**config.mk**
```make
export PLATFORM = sky130hd
export DESIGN_NAME = serial_cfg_slave
export DESIGN_NICKNAME = d
export VERILOG_FILES = /design/src/rtl/sif_pkg.sv /design/src/rtl/sif_sync.sv /design/src/rtl/sif_frame.sv /design/src/rtl/sif_regbank.sv /design/src/rtl/sif_txout.sv /design/src/rtl/serial_cfg_slave.sv
export SDC_FILE = /design/constraint.sdc
export NUM_CORES = 1
export LEC_CHECK = 0
export BUFFER_PORTS_ARGS = -buffer_cell sky130_fd_sc_hd__buf_2
export CORE_ASPECT_RATIO = 0.8
export CORE_MARGIN = 2
export CORE_UTILIZATION = 50
export CTS_CLUSTER_DIAMETER = 120
export DETAILED_ROUTE_END_ITERATION = 7
export PLACE_DENSITY = 0.81
export SYNTH_ARGS = -nofsm -noshare
export SYNTH_HDL_FRONTEND = slang
export SYNTH_SLANG_ARGS = --single-unit
export TNS_END_PERCENT = 1
```
**constraint.sdc**
```tcl
create_clock -name clk -period 2.36 [get_ports clk]
set_input_delay 0.354 -clock clk [delete_from_list [all_inputs] [get_ports clk]]
set_output_delay 0.354 -clock clk [all_outputs]
set_load 0.02 [all_outputs]
```
**src/rtl/sif_pkg.sv**
```systemverilog
`timescale 1ns/1ps
package sif_pkg;
  localparam int CMD_W = 4;

  localparam logic [CMD_W-1:0] OP_WRITE = 4'h1;
  localparam logic [CMD_W-1:0] OP_READ  = 4'h2;
  localparam logic [CMD_W-1:0] OP_MRST  = 4'h3;

  localparam int NUM_DOUT = 2;
endpackage

```
**src/rtl/sif_sync.sv**
```systemverilog
`timescale 1ns/1ps
module sif_sync #(
  parameter int              WIDTH   = 3,
  parameter int              STAGES  = 2,
  parameter logic [WIDTH-1:0] RST_VAL = '0
) (
  input  logic             clk,
  input  logic             rst_n,
  input  logic [WIDTH-1:0] d,
  output logic [WIDTH-1:0] q
);
  for (genvar g = 0; g < WIDTH; g++) begin : g_bit
    logic [STAGES-1:0] chain;
    always_ff @(posedge clk or negedge rst_n) begin
      if (!rst_n) chain <= {STAGES{RST_VAL[g]}};
      else        chain <= {chain[STAGES-2:0], d[g]};
    end
    assign q[g] = chain[STAGES-1];
  end
endmodule

```
**src/rtl/sif_frame.sv**
```systemverilog
`timescale 1ns/1ps
module sif_frame #(
  parameter int CMD_W  = 4,
  parameter int ADDR_W = 4,
  parameter int DATA_W = 8
) (
  input  logic              clk,
  input  logic              rst_n,
  input  logic              cs_n_s,
  input  logic              sck_s,
  input  logic              din_s,
  input  logic              rd_pending,
  output logic              frame_start,
  output logic              commit,
  output logic              resp,
  output logic              sck_fall,
  output logic [CMD_W-1:0]  cmd,
  output logic [ADDR_W-1:0] addr,
  output logic [DATA_W-1:0] wdata
);
  localparam int FRAME_BITS = CMD_W + ADDR_W + DATA_W;
  localparam int CNT_W      = $clog2(FRAME_BITS + 1);
  localparam logic [CNT_W-1:0] CNT_FULL = CNT_W'(FRAME_BITS);

  logic                  cs_q;
  logic                  sck_q;
  logic [FRAME_BITS-1:0] shreg;
  logic [CNT_W-1:0]      cnt;
  logic                  cs_rise;
  logic                  sck_rise;

  assign frame_start = cs_q & ~cs_n_s;
  assign cs_rise     = ~cs_q & cs_n_s;
  assign sck_rise    = ~sck_q & sck_s & ~cs_n_s;
  assign sck_fall    = sck_q & ~sck_s & ~cs_n_s;

  always_ff @(posedge clk or negedge rst_n) begin
    if (!rst_n) begin
      cs_q  <= 1'b1;
      sck_q <= 1'b0;
    end else begin
      cs_q  <= cs_n_s;
      sck_q <= sck_s;
    end
  end

  always_ff @(posedge clk or negedge rst_n) begin
    if (!rst_n) begin
      shreg <= '0;
      cnt   <= '0;
      resp  <= 1'b0;
    end else if (frame_start) begin
      cnt  <= '0;
      resp <= rd_pending;
    end else if (cs_rise) begin
      resp <= 1'b0;
    end else if (sck_rise) begin
      shreg <= {shreg[FRAME_BITS-2:0], din_s};
      if (cnt != CNT_FULL) cnt <= cnt + 1'b1;
    end
  end

  assign commit = cs_rise & ~resp & (cnt == CNT_FULL);
  assign cmd    = shreg[FRAME_BITS-1 -: CMD_W];
  assign addr   = shreg[DATA_W +: ADDR_W];
  assign wdata  = shreg[DATA_W-1:0];

  AST_CNT_SATURATES: assert property (@(posedge clk) disable iff (!rst_n)
    (cnt == CNT_FULL && !frame_start) |=> (cnt == CNT_FULL));
endmodule

```
**src/rtl/sif_regbank.sv**
```systemverilog
`timescale 1ns/1ps
module sif_regbank #(
  parameter int ADDR_W = 4,
  parameter int DATA_W = 8
) (
  input  logic                          clk,
  input  logic                          rst_n,
  input  logic                          clr,
  input  logic                          we,
  input  logic [ADDR_W-1:0]             waddr,
  input  logic [DATA_W-1:0]             wdata,
  input  logic [ADDR_W-1:0]             raddr,
  output logic [DATA_W-1:0]             rdata,
  output logic [(1<<ADDR_W)*DATA_W-1:0] flat
);
  localparam int NUM_REGS = 1 << ADDR_W;

  logic [NUM_REGS-1:0][DATA_W-1:0] regs;

  always_ff @(posedge clk or negedge rst_n) begin
    if (!rst_n)   regs <= '0;
    else if (clr) regs <= '0;
    else if (we)  regs[waddr] <= wdata;
  end

  assign rdata = regs[raddr];
  assign flat  = regs;
endmodule

```
**src/rtl/sif_txout.sv**
```systemverilog
`timescale 1ns/1ps
module sif_txout
  import sif_pkg::*;
#(
  parameter int DATA_W = 8
) (
  input  logic                clk,
  input  logic                rst_n,
  input  logic                load,
  input  logic [DATA_W-1:0]   ld_byte,
  input  logic [NUM_DOUT-1:0] ld_route,
  input  logic                resp,
  input  logic                sck_fall,
  output logic                dio_out,
  output logic                dio_oe,
  output logic [NUM_DOUT-1:0] dout
);
  logic [DATA_W-1:0]   tx;
  logic [NUM_DOUT-1:0] route;
  logic                cur_bit;

  always_ff @(posedge clk or negedge rst_n) begin
    if (!rst_n) begin
      tx    <= '0;
      route <= '0;
    end else if (load) begin
      tx    <= ld_byte;
      route <= ld_route;
    end else if (resp && sck_fall) begin
      tx <= {tx[DATA_W-2:0], 1'b0};
    end
  end

  assign cur_bit = tx[DATA_W-1];
  assign dio_oe  = resp & (route == '0);
  assign dio_out = dio_oe & cur_bit;

  for (genvar p = 0; p < NUM_DOUT; p++) begin : g_dout
    assign dout[p] = resp & route[p] & cur_bit;
  end

  AST_SINGLE_PATH: assert property (@(posedge clk) disable iff (!rst_n)
    dio_oe |-> (dout == '0));
endmodule

```
**src/rtl/serial_cfg_slave.sv**
```systemverilog
`timescale 1ns/1ps
module serial_cfg_slave
  import sif_pkg::*;
#(
  parameter int ADDR_W      = 4,
  parameter int DATA_W      = 8,
  parameter int SYNC_STAGES = 2,
  parameter int ROUTE_ADDR  = 1,
  parameter int ROUTE_LSB   = 0
) (
  input  logic                          clk,
  input  logic                          rst_n,
  input  logic                          cs_n,
  input  logic                          sclk,
  input  logic                          dio_in,
  output logic                          dio_out,
  output logic                          dio_oe,
  output logic                          dout_a,
  output logic                          dout_b,
  output logic                          bank_rst,
  output logic [DATA_W-2:0]             pwr_en,
  output logic [(1<<ADDR_W)*DATA_W-1:0] cfg_regs
);
  localparam int NUM_REGS = 1 << ADDR_W;
  localparam int FLAT_W   = NUM_REGS * DATA_W;

  logic [2:0]          sync_q;
  logic                cs_n_s, sck_s, din_s;
  logic                frame_start, commit, resp, sck_fall;
  logic [CMD_W-1:0]    cmd;
  logic [ADDR_W-1:0]   addr;
  logic [DATA_W-1:0]   wdata, rdata;
  logic [FLAT_W-1:0]   cfg_flat;
  logic                rd_pending;
  logic                mrst;
  logic                is_write, is_read, is_mrst;
  logic [NUM_DOUT-1:0] route_bits;
  logic [NUM_DOUT-1:0] dout;
  logic [DATA_W-1:0]   reg0;

  sif_sync #(.WIDTH(3), .STAGES(SYNC_STAGES), .RST_VAL(3'b100)) u_sync (
    .clk(clk), .rst_n(rst_n), .d({cs_n, sclk, dio_in}), .q(sync_q)
  );
  assign {cs_n_s, sck_s, din_s} = sync_q;

  sif_frame #(.CMD_W(CMD_W), .ADDR_W(ADDR_W), .DATA_W(DATA_W)) u_frame (
    .clk(clk), .rst_n(rst_n), .cs_n_s(cs_n_s), .sck_s(sck_s), .din_s(din_s),
    .rd_pending(rd_pending), .frame_start(frame_start), .commit(commit),
    .resp(resp), .sck_fall(sck_fall), .cmd(cmd), .addr(addr), .wdata(wdata)
  );

  assign is_write = commit && (cmd == OP_WRITE);
  assign is_read  = commit && (cmd == OP_READ);
  assign is_mrst  = commit && (cmd == OP_MRST);

  always_ff @(posedge clk or negedge rst_n) begin
    if (!rst_n) begin
      rd_pending <= 1'b0;
      mrst       <= 1'b0;
    end else if (frame_start) begin
      rd_pending <= 1'b0;
      mrst       <= 1'b0;
    end else begin
      if (is_read) rd_pending <= 1'b1;
      if (is_mrst) mrst       <= 1'b1;
    end
  end

  sif_regbank #(.ADDR_W(ADDR_W), .DATA_W(DATA_W)) u_bank (
    .clk(clk), .rst_n(rst_n), .clr(mrst), .we(is_write), .waddr(addr),
    .wdata(wdata), .raddr(addr), .rdata(rdata), .flat(cfg_flat)
  );

  assign route_bits = cfg_flat[ROUTE_ADDR*DATA_W + ROUTE_LSB +: NUM_DOUT];

  sif_txout #(.DATA_W(DATA_W)) u_tx (
    .clk(clk), .rst_n(rst_n), .load(is_read), .ld_byte(rdata),
    .ld_route(route_bits), .resp(resp), .sck_fall(sck_fall),
    .dio_out(dio_out), .dio_oe(dio_oe), .dout(dout)
  );

  assign dout_a   = dout[0];
  assign dout_b   = dout[1];
  assign bank_rst = mrst;
  assign cfg_regs = cfg_flat;

  assign reg0   = cfg_flat[DATA_W-1:0];
  assign pwr_en = reg0[0] ? '0 : reg0[DATA_W-1:1];

  AST_RESP_CLEARS_PENDING: assert property (@(posedge clk) disable iff (!rst_n)
    resp |-> !rd_pending);
  AST_MRST_QUIET: assert property (@(posedge clk) disable iff (!rst_n)
    mrst |-> (!dio_oe && dout == '0));
  AST_BANK_CLEAR: assert property (@(posedge clk) disable iff (!rst_n)
    mrst |=> (cfg_flat == '0));
  AST_NO_WRITE_IN_RESP: assert property (@(posedge clk) disable iff (!rst_n)
    resp |=> $stable(cfg_flat) || $past(mrst));
endmodule

```
== Word level (Yosys, flattened, before mapping) ==
Index checks and enable logic that the tools add are counted.

* Magnitude comparators: 2
* Bitwise gates (word level): 21
* Equal/unequal tests: 6
* Muxes and demuxes: 20
* $add $sub $neg: 1
* Reduce and logical (&&, ||, !) cells: 15

{| class="wikitable"
|+ Operators by type and width
! kind !! count
|-
| 128-bit 2-to-1 mux || 2
|-
| 128-bit bitwise mux || 1
|-
| 8-bit binary-select mux with 4-bit select || 1
|-
| 8-bit demux with 4-bit select || 1
|-
| 8-bit 2-to-1 mux || 4
|-
| 5-bit 2-to-1 mux || 4
|-
| 1-bit bitwise AND || 14
|-
| 2-bit nonzero test || 7
|-
| 4-bit by 2-bit equality test with 1-bit output, second input constant || 2
|-
| 7-bit 2-to-1 mux || 1
|-
| 1-bit inverter || 7
|-
| 1-bit 2-to-1 mux || 6
|-
| 3-bit AND reduction || 2
|-
| 5-bit by 1-bit adder with 5-bit output, second input constant || 1
|-
| 5-bit equality test, second input constant || 1
|-
| 1-bit logical AND || 5
|-
| 4-bit by 5-bit less-than comparator with 1-bit output, second input constant || 1
|-
| 5-bit inequality test, second input constant || 1
|-
| 4-bit by 1-bit equality test with 1-bit output, second input constant || 1
|-
| 4-bit by 1-bit >= comparator with 1-bit output, second input constant || 1
|-
| 2-bit zero test || 1
|-
| 2-bit inequality test, second input constant || 1
|}

* Output and inout port bits: 140
* Bits in registers: 170

== Depth between registers and ports, before layout ==
* Word-level depth: 7
* Depth in mapped cells: 8

== Hierarchy ==
Synthesis repeated with hierarchy kept, for this count alone.

* Cells, all modules: 851
* Area, all modules: 8,694.6 sq um

{| class="wikitable"
|+ Modules (own cells, without submodules)
! module !! times used !! area an instance (sq um) !! cells an instance
|-
| sif_regbank || 1 || 6,632.6 || 682
|-
| sif_frame || 1 || 1,168.6 || 87
|-
| sif_txout || 1 || 553.0 || 54
|-
| sif_sync || 1 || 175.2 || 9
|-
| serial_cfg_slave || 1 || 165.2 || 19
|}

== Least setup slack after synthesis ==
No wires, ideal clock.

* Path type: register -> register
* From: reg u_sync.g_bit[2].chain[1]
* To: reg u_bank.regs (netlist bit u_bank.flat[111])
* Required time: 2,223 ps
* Path slack: 95 ps
* Arrival time: 2,129 ps
* Buffers on the path: 0
* Clock period less this slack: 2,265 ps
* Cell stages (with the launch flop): 6
* Cells stage by stage: dfstp_2 > ha_1 > or4b_4 > nor3_4 > nand3_4 > mux2i_1

* Cells in the longest elaborated chain, start to end: 5

{| class="wikitable"
|+ RTL lines
! item !! RTL line !! RTL
|-
| start, declared || sif_sync.sv:13 || <nowiki>logic [STAGES-1:0] chain;</nowiki>
|-
| start signal, assigned || sif_sync.sv:15 || <nowiki>if (!rst_n) chain <= {STAGES{RST_VAL[g]}};</nowiki>
|-
| start signal, assigned || sif_sync.sv:16 || <nowiki>else chain <= {chain[STAGES-2:0], d[g]};</nowiki>
|-
| 1-bit bitwise AND || sif_frame.sv:33 || <nowiki>assign cs_rise = ~cs_q & cs_n_s;</nowiki>
|-
| 1-bit bitwise AND (2 in series) || sif_frame.sv:63 || <nowiki>assign commit = cs_rise & ~resp & (cnt == CNT_FULL);</nowiki>
|-
| 1-bit logical AND || serial_cfg_slave.sv:52 || <nowiki>assign is_write = commit && (cmd == OP_WRITE);</nowiki>
|-
| 2-bit nonzero test (no source line) || - ||
|-
| end signal, assigned by index || sif_regbank.sv:23 || <nowiki>else if (we) regs[waddr] <= wdata;</nowiki>
|-
| end, declared || sif_regbank.sv:18 || <nowiki>logic [NUM_REGS-1:0][DATA_W-1:0] regs;</nowiki>
|}

No other way between the ends.
A chain may end at the register's enable or synchronous reset.

== Worst setup path in the final report ==
* From: reg u_sync.g_bit[2].chain[1]
* To: reg u_bank.regs (netlist bit u_bank.flat[89])

Same word-level chain as after synthesis.

==> summary.md <==
| Metric | Value |
|---|---|
| Outcome | finished, final reports clean |
| Nets | 893 |
| Mux cell area share after synthesis | 22.2% |
| Total nets after synthesis | 743 |
| Reg-to-reg critical path startpoint | u_sync.g_bit[2].chain[1] |
| First-pass GRT wire length | 38.0 mm |
| Worst Path Arrival | 2610 ps |
| Total GRT Usage | 27.6% |
| Total Die Area | 0.0182 mm^2 |
| Hold path depth | 1 |
| Largest net degree at the start of global routing | 92 |
| Main combinational cell family by area after synthesis | multiplexers |
| CP endpoint kind | flip-flop |
| Max cap viols | 0 |
| Switching Fraction | 24.7% |
| Highest routed layer | met4 |
| Fill cell count | 1288 |
| Startpoint types | flip-flop |
| Simple-gate share of the synthesized area | 17.0% |
| CTS tree | done |
| Total number of vias | 6783 |
| Met2 Routed Length | 10.9 mm |
| PnR Total Power | 6.65 mW |
| Mapped Cells | 734 |
| Setup violations, final | 0 |
| ANT cells | 0 |
| Yosys warns | 0 |
| Clock Sinks | 170 |
| Hold WC Path Type | in2reg |
| Worst-path clk slew | 70 ps |
| Sum Neg Setup Slack | 0 ps |
| Leakage | 5.29 nW |
| Antenna Nets Post-Route | 0 |
| Sequential-to-total area share from yosys stat | 49.8% |
| Worst hold endpoint | u_sync.g_bit[0].chain[0] |
| Core area | 0.0167 mm^2 |
| Vias in the first global route | 6666 |
| Vias per cell | 6.08 |
| Post-route DRC | 0 |
| Die Y | 121 um |
| Initial drt markers | 729 |
| Clock Power Share | 46.1% |
| Crit path kind | reg2reg |
| Adder-cell share of the synthesized area | 0.585% |
| Worst setup path startpoint | u_sync.g_bit[2].chain[1] |
| Relative slew slack | 48.6% |
| RSZ-0062 raised after global routing | true |
| Rows | 42 |
| Max clock buf depth | 2 |
| Pins Over Slew Limit | 0 |
| Compound-gate portion of the synthesized area | 7.39% |
| Initial antenna violation count | 0 |
| GRT Residual Overflow | 0 |
| Syn avg cell area | 11.6 um^2 |
| Fraction of layout cells with a size suffix above 1 | 31.3% |
| Root buffer cell | clkbuf_16 |
| FF-to-FF path depth | 7 |
| Initial Utilization | 51.3% |
| WL/cell | 21.8 um |
| Post-synth top flop | dfrtp_1 |
| Gpl congestion | 0.882 |
| DRT Pass-1 Iters | 6 |
| Met3 wire length | 2.10 mm |
| Worst Hold Launch | dio_in |
| Critical Path Fanout Max | 16 |
| Fmax | 442 MHz |
| Fin crit share | 95.9% |
| Chip Width | 150 um |
| Hpwl dp | 16.8 mm |
| Routed Wire Length | 24.3 mm |
| # port buffers | 144 |
| Synth Cell Area | 0.00855 mm^2 |
| NetSw | 1.64 mW |
| CTS Buf Count | 17 |
| Fin Clk Skew | 9.84 ps |
| Reg-to-reg setup timing slack | 100 ps |
| I/O pins | 145 |
| #FFs+latches synth | 170 |
| Final core occ | 62.2% |
| P per Cell Area | 642 mW/mm^2 |
| Max VDD drop | 495 uV |
| Number of hold violations in the final report | 0 |
| FF-to-FF End | u_bank.flat[89] |
| Internal power | 5.01 mW |
| P&R area growth vs syn | 21.2% |
| Combinational power share | 7.2% |
| Register share of total power | 46.7% |
| Synth unique cells | 50 |
| Worst Tran Pin Value | 770 ps |
| CP Data Required Time | 2710 ps |
| Post-Synth XOR/XNOR Area | 0% |
| Clock H-tree levels | 4 |
| Ys async rst share | 100% |
| Post-synth EDFFs | 0 |
| M1 WL | 10.8 mm |
| Post-route minimum period | 2260 ps |
| Skew-Pair Late Insertion Delay | 430 ps |
-- Yosys cell counts (3+ instances only) --
| library cell | n | area, um^2 |
|---|---|---|
| o31ai_1 | 4 | 30.0 |
| mux2_2 | 22 | 248 |
| nand3b_1 | 4 | 30.0 |
| a31oi_1 | 4 | 25.0 |
| a22oi_1 | 4 | 30.0 |
| nor3_1 | 3 | 15.0 |
| nand3_1 | 35 | 175 |
| dfrtp_1 | 167 | 4180 |
| nor2_1 | 7 | 26.3 |
| and3_1 | 4 | 25.0 |
| a211oi_1 | 6 | 45.0 |
| a21oi_1 | 38 | 190 |
| nand2b_1 | 109 | 682 |
| nand4_1 | 4 | 25.0 |
| mux2i_1 | 120 | 1200 |
| nand2_1 | 18 | 67.6 |
| inv_1 | 5 | 18.8 |
| ha_1 | 4 | 50.1 |
| nor2b_1 | 11 | 68.8 |
| nand3_4 | 6 | 105 |
| mux4_2 | 20 | 450 |
| dfstp_2 | 3 | 78.8 |
| o22ai_1 | 14 | 87.6 |
| clkbuf_1 | 39 | 146 |
| buf_2 | 10 | 50.1 |
| o21ai_0 | 40 | 200 |
-- logic make-up after synthesis --
logic type | after synthesis
AO/OA/AOI/OAI | 113
AND/OR/NAND/NOR | 225
adder cells (fa/ha/maj) | 4
multiplexers | 162
flip-flops | 170
buffers and inverters | 60
-- worst max-delay path, stage by stage (launching register included) --
cell and delay [ps]:
dfstp_2 570, ha_1 180, or4b_4 530, nor3_2 200, buf_6 190, buf_6 200, nand3_1 110, a21oi_1 190
-- final cells by class --
type,count,area [um^2],area share [%]
Sequential cell,170,4260,41.1
Multi-Input combinational cell,504,4060,39.2
Timing Repair Buffer,185,1090,10.6
Clock buffer,22,484,4.67
Tap cell,220,275,2.66
Clock inverter,9,161,1.56
Inverter,6,22.5,0.217
-- timing repair --
action	in CTS	in global routing
hold buffers	1	0
resized for setup	0	6
setup buffers	0	1
endpoints found under the setup margin	0	50
endpoints found under the hold margin	49	0
-- flip-flops by register name (all words and copies together), names as in the netlist, 2 cells and up --
register and flops:
u_frame.cnt 5, u_tx.route 2, u_tx.tx 8, u_bank.flat 128
u_frame.shreg 16, u_sync.g_bit.chain 6
-- power by group through the flow --
stage	clock [mW]	sequential (mW)	combinational (mW)
after floorplan	0	3.11	0.264
after global placement	0	3.15	0.466
after detailed placement	0	3.15	0.468
after CTS	3.09	3.10	0.470
after global routing	3.20	3.11	0.514
final	3.07	3.11	0.479
-- layout by cell type, fill, tap and decap left out, types with 3 or more instances in the layout --
cell type / instances
dfrtp_1: 165
buf_2: 143
ha_1: 4
buf_12: 4
o22ai_1: 14
nand3_1: 35
a31oi_1: 4
a211oi_1: 6
bufinv_16: 4
o21ai_0: 39
dfstp_2: 3
mux2i_1: 120
clkbuf_8: 4
buf_4: 34
mux4_2: 20
nor2_1: 7
nand2_1: 18
and3_1: 4
inv_1: 5
a21oi_1: 38
nor2b_1: 11
nand3b_1: 4
o31ai_1: 4
nand2b_1: 109
nand3_4: 8
buf_6: 3
mux2_2: 22
a22oi_1: 4
nand4_1: 4
nor3_1: 3
clkbuf_16: 17
-- routing by layer --
metal / up-vias / GRT usage, %
met1: 3459 / 40.9
li1: 2936 / -
met2: 346 / 40.0
met5: - / 0
met4: 0 / 9.85
met3: 42 / 6.28
-- how the worst max path moves through the flow --
stage	endpoint	slack, ps
floorplan	u_bank.flat[111]	90
global placement	u_bank.flat[121]	100
detailed placement	u_bank.flat[125]	40
CTS	u_bank.flat[125]	10
global route	u_bank.flat[82]	-10
finish	u_bank.flat[89]	100
-- metrics by stage --
stage	setup WS, ps	instances	hold slack (ps)	area, um^2
2_1_floorplan	94.6	734	58.4	8550
3_3_place_gp	103	1083	339	9670
3_5_place_dp	44.5	1083	338	9670
4_1_cts	13.0	1115	16.7	10300
5_1_grt	-11.2	1116	22.6	10400
6_report	97.2	1116	27.2	10400
Power figures use the tool's default switching activity.
